$ cat config.mk
export PLATFORM = sky130hd
export DESIGN_NAME = pwm_dn_channel
export DESIGN_NICKNAME = d
export VERILOG_FILES = /design/src/rtl/pwm_dn_pkg.sv /design/src/rtl/pwm_dn_tick.sv /design/src/rtl/pwm_dn_regs.sv /design/src/rtl/pwm_dn_core.sv /design/src/rtl/pwm_dn_channel.sv
export SDC_FILE = /design/constraint.sdc
export NUM_CORES = 1
export LEC_CHECK = 0
export CAP_MARGIN = 15
export CORE_MARGIN = 4
export CORE_UTILIZATION = 64
export DETAILED_ROUTE_END_ITERATION = 10
export DONT_BUFFER_PORTS = 1
export MAX_ROUTING_LAYER = met4
export PLACE_DENSITY_LB_ADDON = 0.12
export SYNTH_ARGS = -nofsm -noshare
export SYNTH_HDL_FRONTEND = slang
export SYNTH_SLANG_ARGS = --single-unit
$ cat constraint.sdc
create_clock -name clk -period 7.25 [get_ports clk]
set_clock_uncertainty 0.2 [all_clocks]
set_input_delay 0.725 -clock clk [delete_from_list [all_inputs] [get_ports clk]]
set_output_delay 0.725 -clock clk [all_outputs]
set_load 0.02 [all_outputs]
$ cat src/rtl/pwm_dn_pkg.sv
package pwm_dn_pkg;

    localparam int unsigned ADDR_W = 3;
    localparam int unsigned CTRL_W = 5;

    localparam logic [ADDR_W-1:0] A_CTRL  = 3'd0;
    localparam logic [ADDR_W-1:0] A_PRESC = 3'd1;
    localparam logic [ADDR_W-1:0] A_DSEL  = 3'd2;
    localparam logic [ADDR_W-1:0] A_PERD  = 3'd3;
    localparam logic [ADDR_W-1:0] A_CMP   = 3'd4;
    localparam logic [ADDR_W-1:0] A_COUNT = 3'd5;
    localparam logic [ADDR_W-1:0] A_FLAG  = 3'd6;

    // bit0 run, bit1 mode, bit2 invert, bit3 output enable, bit4 irq enable
    typedef struct packed {
        logic irq_en;
        logic oe;
        logic inv;
        logic mode;
        logic run;
    } ctrl_t;

endpackage

$ cat src/rtl/pwm_dn_tick.sv
module pwm_dn_tick #(
    parameter int unsigned PRE_W = 8,
    parameter int unsigned SEL_W = 3
) (
    input  logic             clk,
    input  logic             rst_n,
    input  logic [PRE_W-1:0] presc,
    input  logic [SEL_W-1:0] dsel,
    output logic             tick
);
    localparam int unsigned DIVC_W = 5;

    typedef struct packed {
        logic [PRE_W-1:0]  pre;
        logic [DIVC_W-1:0] div;
    } tick_st_t;

    tick_st_t st_d, st_q;
    logic [2:0]        shift;
    logic [DIVC_W-1:0] div_last;
    logic              pre_hit;
    logic              div_hit;

    always_comb begin
        st_d     = st_q;
        shift    = dsel[SEL_W-1] ? 3'd0 : ({1'b0, dsel[1:0]} + 3'd1);
        div_last = (DIVC_W'(1) << shift) - DIVC_W'(1);
        pre_hit  = (presc != '0) && (st_q.pre >= presc);
        div_hit  = (st_q.div >= div_last);

        if (presc == '0) begin
            st_d.pre = '0;
        end else if (pre_hit) begin
            st_d.pre = '0;
        end else begin
            st_d.pre = st_q.pre + PRE_W'(1);
        end

        if (pre_hit) begin
            st_d.div = div_hit ? '0 : (st_q.div + DIVC_W'(1));
        end

        tick = pre_hit && div_hit;
    end

    always_ff @(posedge clk or negedge rst_n) begin
        if (!rst_n) begin
            st_q <= '0;
        end else begin
            st_q <= st_d;
        end
    end

endmodule

$ cat src/rtl/pwm_dn_regs.sv
module pwm_dn_regs
    import pwm_dn_pkg::*;
#(
    parameter int unsigned CNT_W = 16,
    parameter int unsigned PRE_W = 8,
    parameter int unsigned SEL_W = 3
) (
    input  logic              clk,
    input  logic              rst_n,
    input  logic              wr,
    input  logic [ADDR_W-1:0] addr,
    input  logic [CNT_W-1:0]  wdata,
    input  logic              flag_set,
    input  logic [CNT_W-1:0]  cnt,
    output ctrl_t             ctrl,
    output logic [PRE_W-1:0]  presc,
    output logic [SEL_W-1:0]  dsel,
    output logic [CNT_W-1:0]  perd,
    output logic [CNT_W-1:0]  cmp,
    output logic              flag,
    output logic [CNT_W-1:0]  rdata
);

    typedef struct packed {
        ctrl_t            ctrl;
        logic [PRE_W-1:0] presc;
        logic [SEL_W-1:0] dsel;
        logic [CNT_W-1:0] perd;
        logic [CNT_W-1:0] cmp;
        logic             flag;
    } reg_st_t;

    reg_st_t st_d, st_q;
    ctrl_t   ctrl_new;

    always_comb begin
        st_d     = st_q;
        ctrl_new = ctrl_t'(wdata[CTRL_W-1:0]);
        if (wr) begin
            case (addr)
                A_CTRL: begin
                    st_d.ctrl = ctrl_new;
                    if (ctrl_new.mode && !st_q.ctrl.mode) begin
                        st_d.perd = '0;
                        st_d.cmp  = '0;
                    end
                end
                A_PRESC: st_d.presc = wdata[PRE_W-1:0];
                A_DSEL:  st_d.dsel  = wdata[SEL_W-1:0];
                A_PERD:  st_d.perd  = wdata;
                A_CMP:   st_d.cmp   = wdata;
                A_FLAG: begin
                    if (wdata[0]) begin
                        st_d.flag = 1'b0;
                    end
                end
                default: ;
            endcase
        end
        if (flag_set) begin
            st_d.flag = 1'b1;
        end
    end

    always_ff @(posedge clk or negedge rst_n) begin
        if (!rst_n) begin
            st_q <= '0;
        end else begin
            st_q <= st_d;
        end
    end

    always_comb begin
        case (addr)
            A_CTRL:  rdata = {{(CNT_W-CTRL_W){1'b0}}, st_q.ctrl};
            A_PRESC: rdata = {{(CNT_W-PRE_W){1'b0}}, st_q.presc};
            A_DSEL:  rdata = {{(CNT_W-SEL_W){1'b0}}, st_q.dsel};
            A_PERD:  rdata = st_q.perd;
            A_CMP:   rdata = st_q.cmp;
            A_COUNT: rdata = cnt;
            A_FLAG:  rdata = {{(CNT_W-1){1'b0}}, st_q.flag};
            default: rdata = '0;
        endcase
    end

    assign ctrl  = st_q.ctrl;
    assign presc = st_q.presc;
    assign dsel  = st_q.dsel;
    assign perd  = st_q.perd;
    assign cmp   = st_q.cmp;
    assign flag  = st_q.flag;

endmodule

$ cat src/rtl/pwm_dn_core.sv
module pwm_dn_core #(
    parameter int unsigned CNT_W = 16
) (
    input  logic             clk,
    input  logic             rst_n,
    input  logic             tick,
    input  logic             run,
    input  logic             autold,
    input  logic [CNT_W-1:0] perd,
    input  logic [CNT_W-1:0] cmp,
    output logic [CNT_W-1:0] cnt,
    output logic             wave,
    output logic             zero_evt,
    output logic             start,
    output logic             halted
);

    typedef struct packed {
        logic [CNT_W-1:0] cnt;
        logic [CNT_W-1:0] cmp_l;
        logic             run_prev;
        logic             halted;
    } core_st_t;

    core_st_t st_d, st_q;
    logic     active;

    always_comb begin
        st_d          = st_q;
        st_d.run_prev = run;
        start         = run && !st_q.run_prev;
        active        = run && !st_q.halted;
        zero_evt      = active && tick && (st_q.cnt == '0) && !start;

        if (start) begin
            st_d.cnt    = perd;
            st_d.cmp_l  = cmp;
            st_d.halted = 1'b0;
        end else if (active && tick) begin
            if (st_q.cnt == '0) begin
                if (autold) begin
                    st_d.cnt   = perd;
                    st_d.cmp_l = cmp;
                end else begin
                    st_d.halted = 1'b1;
                end
            end else begin
                st_d.cnt = st_q.cnt - CNT_W'(1);
            end
        end

        wave = active && (st_q.cnt <= st_q.cmp_l);
    end

    always_ff @(posedge clk or negedge rst_n) begin
        if (!rst_n) begin
            st_q <= '0;
        end else begin
            st_q <= st_d;
        end
    end

    assign cnt    = st_q.cnt;
    assign halted = st_q.halted;

endmodule

$ cat src/rtl/pwm_dn_channel.sv
module pwm_dn_channel
    import pwm_dn_pkg::*;
#(
    parameter int unsigned CNT_W = 16,
    parameter int unsigned PRE_W = 8,
    parameter int unsigned SEL_W = 3
) (
    input  logic              clk,
    input  logic              rst_n,
    input  logic              reg_wr,
    input  logic [ADDR_W-1:0] reg_addr,
    input  logic [CNT_W-1:0]  reg_wdata,
    output logic [CNT_W-1:0]  reg_rdata,
    output logic              pwm_pin,
    output logic              irq
);

    ctrl_t            ctrl_w;
    logic [PRE_W-1:0] presc_w;
    logic [SEL_W-1:0] dsel_w;
    logic [CNT_W-1:0] perd_w;
    logic [CNT_W-1:0] cmp_w;
    logic [CNT_W-1:0] cnt_w;
    logic             flag_w;
    logic             tick_w;
    logic             wave_w;
    logic             zero_w;
    logic             start_w;
    logic             halted_w;

    pwm_dn_regs #(.CNT_W(CNT_W), .PRE_W(PRE_W), .SEL_W(SEL_W)) u_regs (
        .clk      (clk),
        .rst_n    (rst_n),
        .wr       (reg_wr),
        .addr     (reg_addr),
        .wdata    (reg_wdata),
        .flag_set (zero_w),
        .cnt      (cnt_w),
        .ctrl     (ctrl_w),
        .presc    (presc_w),
        .dsel     (dsel_w),
        .perd     (perd_w),
        .cmp      (cmp_w),
        .flag     (flag_w),
        .rdata    (reg_rdata)
    );

    pwm_dn_tick #(.PRE_W(PRE_W), .SEL_W(SEL_W)) u_tick (
        .clk   (clk),
        .rst_n (rst_n),
        .presc (presc_w),
        .dsel  (dsel_w),
        .tick  (tick_w)
    );

    pwm_dn_core #(.CNT_W(CNT_W)) u_core (
        .clk      (clk),
        .rst_n    (rst_n),
        .tick     (tick_w),
        .run      (ctrl_w.run),
        .autold   (ctrl_w.mode),
        .perd     (perd_w),
        .cmp      (cmp_w),
        .cnt      (cnt_w),
        .wave     (wave_w),
        .zero_evt (zero_w),
        .start    (start_w),
        .halted   (halted_w)
    );

    assign pwm_pin = ctrl_w.oe & (wave_w ^ ctrl_w.inv);
    assign irq     = flag_w & ctrl_w.irq_en;

endmodule

==> run_results.csv <==
group,metric,value,unit
power,power.density,327,nW/um^2
placement,dp_hpwl,10900,um
finish,nFillCells,664,
power,combPwrFrac,0.384,
logic_synthesis,synth-main-ff-cell,"dfrtp_1",
logic_synthesis,netlist_area,5750,um^2
logic_synthesis,yosysTopAreaCellShare,0.418,
logic_synthesis,seq_area_frac_synth,0.418,
power,p_int,0.00117,W
finish,multiInputGateArea,3100,um^2
setup_path,required,7.31,ns
route,vias,4709,
logic_synthesis,synth-edff-count,0,
route,wirelength,15200,um
cts,path_clk_slew,0.10,ns
power,power_switching,0.000802,W
cts,clk_latency,0.36,ns
power,seqPwrFrac,0.442,
floorplanning,initial_core_util,0.659,
hold_path,hold_class,"in -> async",
setup_path,criticalPathCategory,"reg -> reg",
floorplanning,die_area,10600,um^2
timing,finalHoldViolations,0,
grt,grt_max_degree,97,
timing,fin_crit,3.81,ns
route,ant_nets,0,
timing,maxSlewHeadroom,0.401,
floorplanning,rows,34,
power,peakVddDrop,0.205,mV
setup_path,timing.rr.end,"u_core.st_q[17]",
setup_path,cp-start-kind,"flop",
placement,portBuffers,0,
floorplanning,ios,40,
route,drtPass1Iterations,5,
setup_path,r2r_setup_slack,3.44,ns
logic_synthesis,synthDistinctLibCells,73,
cts,cts_sinks,96,
cts,cts_buffers,9,
finish,diodes,0,
timing,fin_crit_sh,0.525,
grt,grt_overflow_total,0,
finish,drive_above_1_share,0.0967,
grt,track_usage,0.312,
finish,nNetsFinal,631,
timing,finalSetupTns,0,ns
setup_path,crit_path_end,"u_core.st_q[17]",
route,first_iter_violations,373,
flow_run,maxCapViolations,0,
timing,setup_viol,0,
timing,maxSlewViolCount,0,
power,sw_frac_of_total,0.407,
route,viasPerCell,6.85,
cts,clock_path_buffers,2,
timing,tightestPinTransition,0.897,ns
logic_synthesis,syn_avg_cell_area,9.88,um^2
logic_synthesis,postSynthCellCount,582,
logic_synthesis,syn_nets,639,
setup_path,r2r_start,"u_regs.dsel[0]",
route,drt-wirelength-per-cell,22.2,um
grt,grt_pass1_wl,24600,um
setup_path,critPathLaunch,"u_regs.dsel[0]",
setup_path,worstPathArrival,3.87,ns
timing,rsz0062_at_grt,"false",
cts,cts_setup_buffers,0,
logic_synthesis,synth_warnings,0,
setup_path,critPathCaptureType,"flop",
route,drc,0,
floorplanning,die_w,103,um
power,pwr-share-clk,0.174,
floorplanning,die-height,103,um
grt,antenna_found_initial,0,
placement,dp.cells,670,
setup_path,path_max_fanout,15,
placement,gp_congestion,0.957,
floorplanning,core-area,8720,um^2
timing,timing.fmax,263,MHz
cts,ctsHtreeMaxLevel,3,
finish,layoutNonFillerInstCount,687,
outcome,outcome,"complete, no violations",
logic_synthesis,ys_ff_latch,96,
finish,ff_latch_area,2400,um^2
cts,clockRootBuffer,"clkbuf_8",
cts,tritoncts,"done",
setup_path,r2r_cells,13,
power,p_leak,2.63,nW
logic_synthesis,synth_area_leader_cell,"dfrtp_1",
finish,area_delta_synth_final,4.81,%
grt,grt_pass1_vias,4564,
logic_synthesis,synthTopCellsByArea,"dfrtp_1 (42%), ha_1 (7.6%), a22o_1 (5.2%)",
logic_synthesis,ys_async_sr_fraction,1.00,
worst min path at each step:
stage / cells after the start / from / slack (ns) / end
final: 1 / rst_n / 0.07 / u_regs.cmp[12]
after global routing: 1 / rst_n / 0.10 / u_regs.cmp[12]
after CTS: 1 / rst_n / 0.1 / u_regs.cmp[12]
after detailed placement: 0 / u_regs.ctrl[0] / 0.21 / u_core.st_q[1]
after global placement: 0 / u_regs.ctrl[0] / 0.22 / u_core.st_q[1]
after floorplan: 0 / u_regs.ctrl[0] / 0.19 / u_core.st_q[1]
layout make-up:
class	count	share of cell area
Multi-Input combinational cell	424	0.515
Clock buffer	11	0.0251
Sequential cell	96	0.399
Inverter	39	0.0243
Clock inverter	5	0.00644
Tap cell	108	0.0224
Timing Repair Buffer	4	0.00831
layout by cell type (no fill, tap or decap), types with 13 or more instances in the layout:
cell     Yosys  routed
nand2_1     53      53
nand3_1     13      13
a21oi_1     23      23
o21ai_0     30      30
mux2i_1     14      14
nor2_1      34      34
a22o_1      34      34
nor3_1      13      13
inv_1       38      38
dfrtp_1     96      96
ha_1        35      35
mux2_2      17      17
routing by layer:
metal | GRT usage | share of wire | vias to the layer above
met5 | - | 0 | -
met4 | 0.0837 | 0.018 | 0
met3 | 0.0494 | 0.073 | 24
met2 | 0.460 | 0.46 | 174
met1 | 0.451 | 0.45 | 2354
li1 | - | - | 2157
power by group through the flow:
stage          Sequential (W)  Combinational, W  Clock (W)
2_1_floorplan        0.000803          0.000603          0
3_3_place_gp         0.000869          0.000705          0
3_5_place_dp         0.000876          0.000739          0
4_1_cts              0.000865          0.000755   0.000349
5_1_grt              0.000890          0.000858   0.000370
6_report             0.000871          0.000757   0.000343
through the flow:
stage / total power [W] / worst slack, ns / util / hold WS (ns) / cell area [um^2]
after global placement: 0.00157 / 3.70 / 0.666 / 0.218 / 5810
after detailed placement: 0.00161 / 3.49 / 0.666 / 0.214 / 5810
after global routing: 0.00212 / 3.21 / 0.691 / 0.104 / 6020
after floorplan: 0.00141 / 3.99 / - / 0.191 / 5750
final: 0.00197 / 3.44 / 0.691 / 0.0677 / 6020
after CTS: 0.00197 / 3.47 / 0.691 / 0.0980 / 6020
cells by family (layout without fill, tap and decap cells):
family / Yosys count / after routing / share of synthesized area
muxes: 42 / 42 / 0.0832
adders and majority gates: 35 / 35 / 0.0762
DFF: 96 / 96 / 0.418
buffers and inverters: 62 / 59 / 0.0427
xor gates and xnor gates: 7 / 7 / 0.0107
and+or+nand+nor: 174 / 174 / 0.155
AOI/OAI and AO/OA: 166 / 166 / 0.215
state kept, by name, indices dropped and copies added (netlist names):
signal	flops
u_regs.perd	16
u_regs.ctrl	5
u_core.cnt	16
u_regs.flag	1
u_core.halted	1
u_regs.dsel	3
u_regs.presc	8
u_core.st_q	17
u_regs.cmp	16
u_tick.st_q	13
worst max-delay path, stage by stage (launching register included):
cell,delay (ns)
dfrtp_1,0.46
ha_1,0.37
nor2_1,0.16
a21oi_1,0.12
ha_1,0.26
nor4b_1,0.28
a21oi_1,0.08
nor2_1,0.10
a21oi_1,0.05
ha_1,0.30
a21o_1,0.19
o211ai_2,0.36
o21ai_4,0.41
mux2_2,0.37
what timing repair did:
action | in CTS | in global routing
setup endpoints to repair | 0 | 0
hold buffers | 1 | 0
gates resized for setup | 0 | 0
hold endpoints to repair | 96 | 0
synth_stat cells, types with 9 or more instances:
cell type / number
dfrtp_1: 96
nor2_1: 34
mux2_1: 9
a21oi_1: 23
a22o_1: 34
nand4_1: 10
clkbuf_1: 17
inv_1: 38
nand2_1: 53
nand3_1: 13
mux2_2: 17
ha_1: 35
mux2i_1: 14
nor3_1: 13
o21ai_0: 30
Power figures use the tool's default switching activity.
